<file path="config.mk">
export PLATFORM = sky130hd
export DESIGN_NAME = cfg_boot_loader
export DESIGN_NICKNAME = d
export VERILOG_FILES = /design/src/rtl/cfg_boot_pkg.sv /design/src/rtl/cbl_strap_latch.sv /design/src/rtl/cbl_byte_fetch.sv /design/src/rtl/cbl_record_asm.sv /design/src/rtl/cfg_boot_loader.sv
export SDC_FILE = /design/constraint.sdc
export NUM_CORES = 1
export LEC_CHECK = 0
export ABC_AREA = 0
export BUFFER_PORTS_ARGS = -buffer_cell sky130_fd_sc_hd__buf_2
export CAP_MARGIN = 20
export CORE_MARGIN = 4
export CORE_UTILIZATION = 30
export CTS_CLUSTER_SIZE = 30
export DETAILED_ROUTE_END_ITERATION = 6
export MAX_ROUTING_LAYER = met4
export PLACE_DENSITY = 0.58
export SYNTH_ARGS = -nofsm -noshare
export SYNTH_HDL_FRONTEND = slang
export SYNTH_SLANG_ARGS = --single-unit
export TNS_END_PERCENT = 100
</file>
<file path="constraint.sdc">
create_clock -name clk -period 2.2 [get_ports clk]
set_input_delay 0.11 -clock clk [delete_from_list [all_inputs] [get_ports clk]]
set_output_delay 0.11 -clock clk [all_outputs]
set_load 0.05 [all_outputs]
</file>
<file path="src/rtl/cfg_boot_pkg.sv">
package cfg_boot_pkg;

    localparam int MODE_W     = 3;
    localparam int PIN_W      = 4;
    localparam int DEV_W      = 7;
    localparam int REG_ADDR_W = 16;
    localparam int REG_DATA_W = 32;
    localparam int REC_BITS   = REG_ADDR_W + REG_DATA_W;
    localparam int REC_BYTES  = REC_BITS / 8;

    localparam logic [MODE_W-1:0]     MODE_LOAD = MODE_W'(1);
    localparam logic [REG_ADDR_W-1:0] END_MARK  = '1;

    // Straps kept after reset (the halt strap lives in its own bit).
    typedef struct packed {
        logic [MODE_W-1:0] mode;
        logic [PIN_W-1:0]  pins;
        logic              slow;
    } straps_t;

    typedef struct packed {
        logic [REG_ADDR_W-1:0] addr;
        logic [REG_DATA_W-1:0] data;
    } cfg_rec_t;

    typedef enum logic [2:0] {
        ST_START,
        ST_ISSUE,
        ST_WAIT,
        ST_APPLY,
        ST_END
    } ld_state_t;

    // Only mode 1 loads; 0 and the reserved codes skip the load.
    function automatic logic wants_load(input logic [MODE_W-1:0] m);
        return m == MODE_LOAD;
    endfunction

    // Device address bits 7..1: fixed 1,0,1 above the four strap pins.
    function automatic logic [DEV_W-1:0] eeprom_dev(input logic [PIN_W-1:0] p);
        return {3'b101, p};
    endfunction

endpackage

</file>
<file path="src/rtl/cbl_strap_latch.sv">
module cbl_strap_latch
    import cfg_boot_pkg::*;
(
    input  logic    clk,
    input  logic    rst,
    input  straps_t straps_in,
    input  logic    halt_in,
    input  logic    halt_clr,
    output straps_t straps_q,
    output logic    halt_bit
);

    // Straps follow the pins while reset is high; the last reset edge keeps them.
    always_ff @(posedge clk) begin
        if (rst) begin
            straps_q <= straps_in;
            halt_bit <= halt_in;
        end else if (halt_clr) begin
            halt_bit <= 1'b0;
        end
    end

endmodule

</file>
<file path="src/rtl/cbl_byte_fetch.sv">
module cbl_byte_fetch #(
    parameter int TIMEOUT_CYC = 4000
) (
    input  logic clk,
    input  logic rst,
    input  logic go,
    input  logic rd_ack,
    input  logic rd_nack,
    output logic rd_req,
    output logic got,
    output logic bad
);

    localparam int CNT_W = $clog2(TIMEOUT_CYC + 1);
    localparam logic [CNT_W-1:0] LIMIT = CNT_W'(TIMEOUT_CYC - 1);

    logic             busy;
    logic [CNT_W-1:0] waited;
    logic             expired;

    assign expired = (waited == LIMIT);
    assign rd_req  = busy;
    assign got     = busy & rd_ack & ~rd_nack;
    assign bad     = busy & (rd_nack | (~rd_ack & expired));

    always_ff @(posedge clk) begin
        if (rst) begin
            busy   <= 1'b0;
            waited <= '0;
        end else if (busy) begin
            if (got || bad) begin
                busy   <= 1'b0;
                waited <= '0;
            end else begin
                waited <= waited + 1'b1;
            end
        end else if (go) begin
            busy   <= 1'b1;
            waited <= '0;
        end
    end

endmodule

</file>
<file path="src/rtl/cbl_record_asm.sv">
module cbl_record_asm
    import cfg_boot_pkg::*;
(
    input  logic       clk,
    input  logic       rst,
    input  logic       clr,
    input  logic       push,
    input  logic [7:0] byte_in,
    output cfg_rec_t   rec,
    output logic       last_byte
);

    localparam int CNT_W = $clog2(REC_BYTES + 1);

    logic [REC_BITS-1:0] sh;
    logic [CNT_W-1:0]    cnt;

    // First byte received ends up at the top: address high byte first.
    assign rec       = cfg_rec_t'(sh);
    assign last_byte = (cnt == CNT_W'(REC_BYTES - 1));

    always_ff @(posedge clk) begin
        if (rst) begin
            sh  <= '0;
            cnt <= '0;
        end else if (clr) begin
            cnt <= '0;
        end else if (push) begin
            sh  <= {sh[REC_BITS-9:0], byte_in};
            cnt <= cnt + 1'b1;
        end
    end

endmodule

</file>
<file path="src/rtl/cfg_boot_loader.sv">
module cfg_boot_loader
    import cfg_boot_pkg::*;
#(
    parameter int OFF_W       = 16,
    parameter int TIMEOUT_CYC = 4000
) (
    input  logic                  clk,
    input  logic                  rst,
    input  logic [MODE_W-1:0]     strap_mode,
    input  logic [PIN_W-1:0]      strap_addr_pins,
    input  logic                  strap_slow,
    input  logic                  strap_halt,
    input  logic                  halt_clr,
    output logic                  rd_req,
    output logic [DEV_W-1:0]      rd_dev,
    output logic [OFF_W-1:0]      rd_offset,
    input  logic                  rd_ack,
    input  logic                  rd_nack,
    input  logic [7:0]            rd_data,
    output logic                  cfg_wr_en,
    output logic [REG_ADDR_W-1:0] cfg_wr_addr,
    output logic [REG_DATA_W-1:0] cfg_wr_data,
    output logic                  bus_slow,
    output logic                  halted,
    output logic                  load_err,
    output logic                  done
);

    straps_t   straps_in, straps_q;
    logic      halt_bit;
    ld_state_t st;
    logic      go, got, bad, push, clr, last_byte, is_end;
    cfg_rec_t  rec;

    assign straps_in = '{mode: strap_mode, pins: strap_addr_pins, slow: strap_slow};

    cbl_strap_latch u_straps (
        .clk      (clk),
        .rst      (rst),
        .straps_in(straps_in),
        .halt_in  (strap_halt),
        .halt_clr (halt_clr),
        .straps_q (straps_q),
        .halt_bit (halt_bit)
    );

    cbl_byte_fetch #(.TIMEOUT_CYC(TIMEOUT_CYC)) u_fetch (
        .clk    (clk),
        .rst    (rst),
        .go     (go),
        .rd_ack (rd_ack),
        .rd_nack(rd_nack),
        .rd_req (rd_req),
        .got    (got),
        .bad    (bad)
    );

    cbl_record_asm u_asm (
        .clk      (clk),
        .rst      (rst),
        .clr      (clr),
        .push     (push),
        .byte_in  (rd_data),
        .rec      (rec),
        .last_byte(last_byte)
    );

    assign go     = (st == ST_ISSUE);
    assign push   = (st == ST_WAIT) && got;
    assign clr    = (st == ST_APPLY);
    assign is_end = (rec.addr == END_MARK);

    always_ff @(posedge clk) begin
        if (rst) begin
            st        <= ST_START;
            rd_offset <= '0;
            load_err  <= 1'b0;
        end else begin
            unique case (st)
                ST_START: st <= wants_load(straps_q.mode) ? ST_ISSUE : ST_END;
                ST_ISSUE: st <= ST_WAIT;
                ST_WAIT: begin
                    if (got) begin
                        rd_offset <= rd_offset + 1'b1;
                        st        <= last_byte ? ST_APPLY : ST_ISSUE;
                    end else if (bad) begin
                        load_err <= 1'b1;
                        st       <= ST_END;
                    end
                end
                ST_APPLY: st <= is_end ? ST_END : ST_ISSUE;
                ST_END:   st <= ST_END;
                default:  st <= ST_START;
            endcase
        end
    end

    assign cfg_wr_en   = (st == ST_APPLY) && !is_end;
    assign cfg_wr_addr = rec.addr;
    assign cfg_wr_data = rec.data;
    assign rd_dev      = eeprom_dev(straps_q.pins);
    assign bus_slow    = straps_q.slow;
    assign halted      = halt_bit;
    assign done        = (st == ST_END) && !halt_bit;

endmodule

</file>
==> results.py <==
metrics = {
    "status": {
        "status": "complete, no violations",
    },
    "place": {
        "dpl.cell_count": 709,
        "place_ws_ns": 0.327,
        "port_buffers": 95,
        "dp_hpwl_mm": 6.82,
        "place.gp.congestion": 0.833,
    },
    "sta": {
        "fin_ws_ns": 0.265,
        "fmax_mhz": 517,
        "worstMarginPinSlew_ns": 0.502,
        "maxSlewHeadroom_pct": 66.5,
        "fin_crit_sh_pct": 88.0,
        "skew_ns": 0.00561,
        "setup_violations": 0,
        "slew_violations": 0,
        "hold_viol_final": 0,
        "rsz0062_at_grt": "false",
        "period_needed_ns": 1.94,
        "final.setup.tns_ns": 0,
    },
    "worst_hold_path": {
        "hp-start": "rd_data[3]",
        "hold_path.class": "primary input to register",
        "hold_depth": 3,
        "worstHoldEndpoint": "u_asm.rec[3]$_SDFFE_PP0P_",
    },
    "worst_setup_path": {
        "crit_required_ns": 2.09,
        "r2r_start": "u_fetch.waited[1]$_SDFFE_PP0P_",
        "rr_endpoint": "st[0]$_SDFFE_PP0P_",
        "startpoint_type": "register",
        "arrival_ns": 1.83,
        "path_class": "register to output port",
        "end_kind": "output port",
        "r2r_slack_ns": 0.27,
        "reg2reg_depth": 5,
        "critPathMaxFanout": 9,
    },
    "cells_and_area": {
        "final_cells": 738,
        "finalNetCount": 587,
        "layout_commonest_cell": "nand2_1",
        "post_route_cells_drive_above_1_share_pct": 22.6,
        "final_cell_mix": "nand2_1, buf_2, dfxtp_1",
        "areaGrowthSynthToFinish_pct": 26.2,
        "n_antenna_cell": 0,
    },
    "synthesis": {
        "synthCells": 467,
        "synth_warnings": 0,
        "ys_types": 49,
        "syn_area_um2": 3930,
        "yosysSeqAreaShare_pct": 49.6,
        "synth_edf_count": 9,
        "ys.flop_type": "dfxtp_1",
        "ys_async_sr_fraction_pct": 0,
        "postSynthAreaPerCell_um2": 8.42,
        "synth-seq-cells": 93,
    },
    "routing": {
        "dr.first_iter.drc_count": 205,
        "wl_mm": 9.94,
        "remaining_drc_errors": 0,
        "vias_per_cell": 4.84,
        "post_drt_wl_per_cell_um": 13.5,
        "drt.antenna.violating_nets": 0,
        "firstDrtPassIters": 4,
        "num_vias": 3571,
    },
    "clock_network": {
        "cts_root_buffer": "clkbuf_16",
        "clk_pin_slew_ns": 0.06,
        "clkSinkCount": 93,
        "cts_tree": "yes",
        "cts_max_path_buffers": 2,
        "numCtsBuffers": 9,
        "insertion_delay_ns": 0.34,
        "cts_setup_buffers": 0,
        "htreeDepth": 3,
    },
    "run": {
        "maxCapViolCount": 0,
    },
    "floorplan": {
        "rows": 41,
        "ioPinCount": 99,
        "initial_core_util_pct": 30.9,
        "die_h_um": 122,
        "coreArea_um2": 12700,
        "die_w_um": 122,
        "dieArea_um2": 15000,
    },
    "power": {
        "p_leak_nw": 1.92,
        "p_per_area_nw_per_um2": 697,
        "fin_total_pwr_mw": 3.46,
        "vdd_drop_max_mv": 0.440,
    },
    "grt": {
        "antenna_found_initial": 0,
        "grt_pass1_wl_mm": 16.0,
        "grt_overflow": 0,
        "grt_pass1_vias": 3341,
        "grt_use_total_pct": 13.7,
        "grt_max_degree": 55,
    },
}
## worst max path at each step
| stage | start | end | slack, ns | cells after the start |
|---|---|---|---|---|
| 5_1_grt | st[1]$_SDFFE_PP0P_ | cfg_wr_en | 0.08 | 5 |
| 2_1_floorplan | u_fetch.rd_req$_SDFF_PP0_ | rd_offset[7]$_SDFFE_PP0P_ | 0.24 | 7 |
| 3_3_place_gp | u_fetch.waited[0]$_SDFFE_PP0P_ | u_fetch.waited[10]$_SDFFE_PP0P_ | 0.40 | 5 |
| 6_report | st[1]$_SDFFE_PP0P_ | cfg_wr_en | 0.26 | 5 |
| 3_5_place_dp | u_fetch.waited[0]$_SDFFE_PP0P_ | u_fetch.waited[1]$_SDFFE_PP0P_ | 0.33 | 6 |
| 4_1_cts | u_asm.rec[42]$_SDFFE_PP0P_ | cfg_wr_en | 0.20 | 6 |
## cells in the mapped netlist, drive strengths merged, types with 4 or more instances
cell type / instances / share of area [%]
nor2b: 5 / 0.80
a21oi: 65 / 8.3
nand4: 18 / 3.2
buf: 20 / 3.4
o21ai: 12 / 1.5
nor2: 20 / 2.1
clkbuf: 15 / 1.4
nand3: 13 / 1.7
ha: 4 / 1.3
xor2: 4 / 0.89
edfxtp: 9 / 6.9
inv: 7 / 0.67
xnor2: 4 / 0.89
nand2: 119 / 11
or3: 10 / 1.6
nor4: 5 / 0.95
and3: 4 / 0.64
dfxtp: 84 / 43
nand3b: 4 / 0.76
and4: 4 / 0.89
and2: 4 / 0.64
## cell families (layout without fill, tap and decap cells)
kind of cell | after synthesis | in the layout | synth area share, %
buffers and inverters | 42 | 140 | 5.47
AO/OA/AOI/OAI | 96 | 96 | 13.7
adder cells (fa/ha/maj) | 4 | 4 | 1.27
XOR/XNOR | 8 | 8 | 1.78
AND/OR/NAND/NOR | 222 | 222 | 28.0
other | 2 | 3 | 0.191
flip-flops | 93 | 93 | 49.6
## repair_timing
| action | in CTS | in global routing |
|---|---|---|
| hold buffers | 13 | 0 |
| resized for setup | 0 | 0 |
| hold endpoints to repair | 13 | 0 |
## layer usage
metal | wire (um) | part of all wire (%) | vias up | global-route usage, %
met3 | 548 | 5.5 | 12 | 3.87
met1 | 4500 | 45 | 1663 | 16.6
met5 | 0 | 0 | - | -
met4 | 154 | 1.5 | 0 | 5.53
li1 | - | - | 1803 | -
met2 | 4730 | 48 | 93 | 21.5
## through the flow
| stage | util [%] | hold WS (ns) | cell area, um2 |
|---|---|---|---|
| finish | 39.0 | 0.0132 | 4960 |
| global route | 39.0 | 0.0189 | 4960 |
| CTS | 39.0 | 0.000802 | 4960 |
| detailed placement | 35.6 | 0.289 | 4520 |
| global placement | 35.6 | 0.287 | 4520 |
| floorplan | - | 0.209 | 3940 |
## final cells by class
type                    instances  area [um2]
clock buffers                  14         295
clock inverters                 2        12.5
fillers                      1350        7760
inverters                       7        26.3
multi-input cells             333        1780
flip-flops and latches         93        1950
well taps                     172         215
repair buffers                117         686
## critical path, cell delays in order (launching register included)
cell and delay, ns:
dfxtp_1 0.48, nor2b_1 0.26, nand2_1 0.10, or2_2 0.34
inv_1 0.06, buf_2 0.25
## power by group
group          leakage, nW  internal, mW  switching, mW
combinational         1.01        0.0534          0.110
clock                0.150         0.926          0.629
sequential           0.765          1.73         0.0134
## flip-flops by register name (all words and copies together) (netlist names)
name,cells
u_straps.straps_q,8
u_straps.halt_bit,1
load_err,1
rd_offset,16
u_asm.rec,48
u_fetch.rd_req,1
u_fetch.waited,12
st,3
u_asm.cnt,3
(Power assumes the default switching activity.)
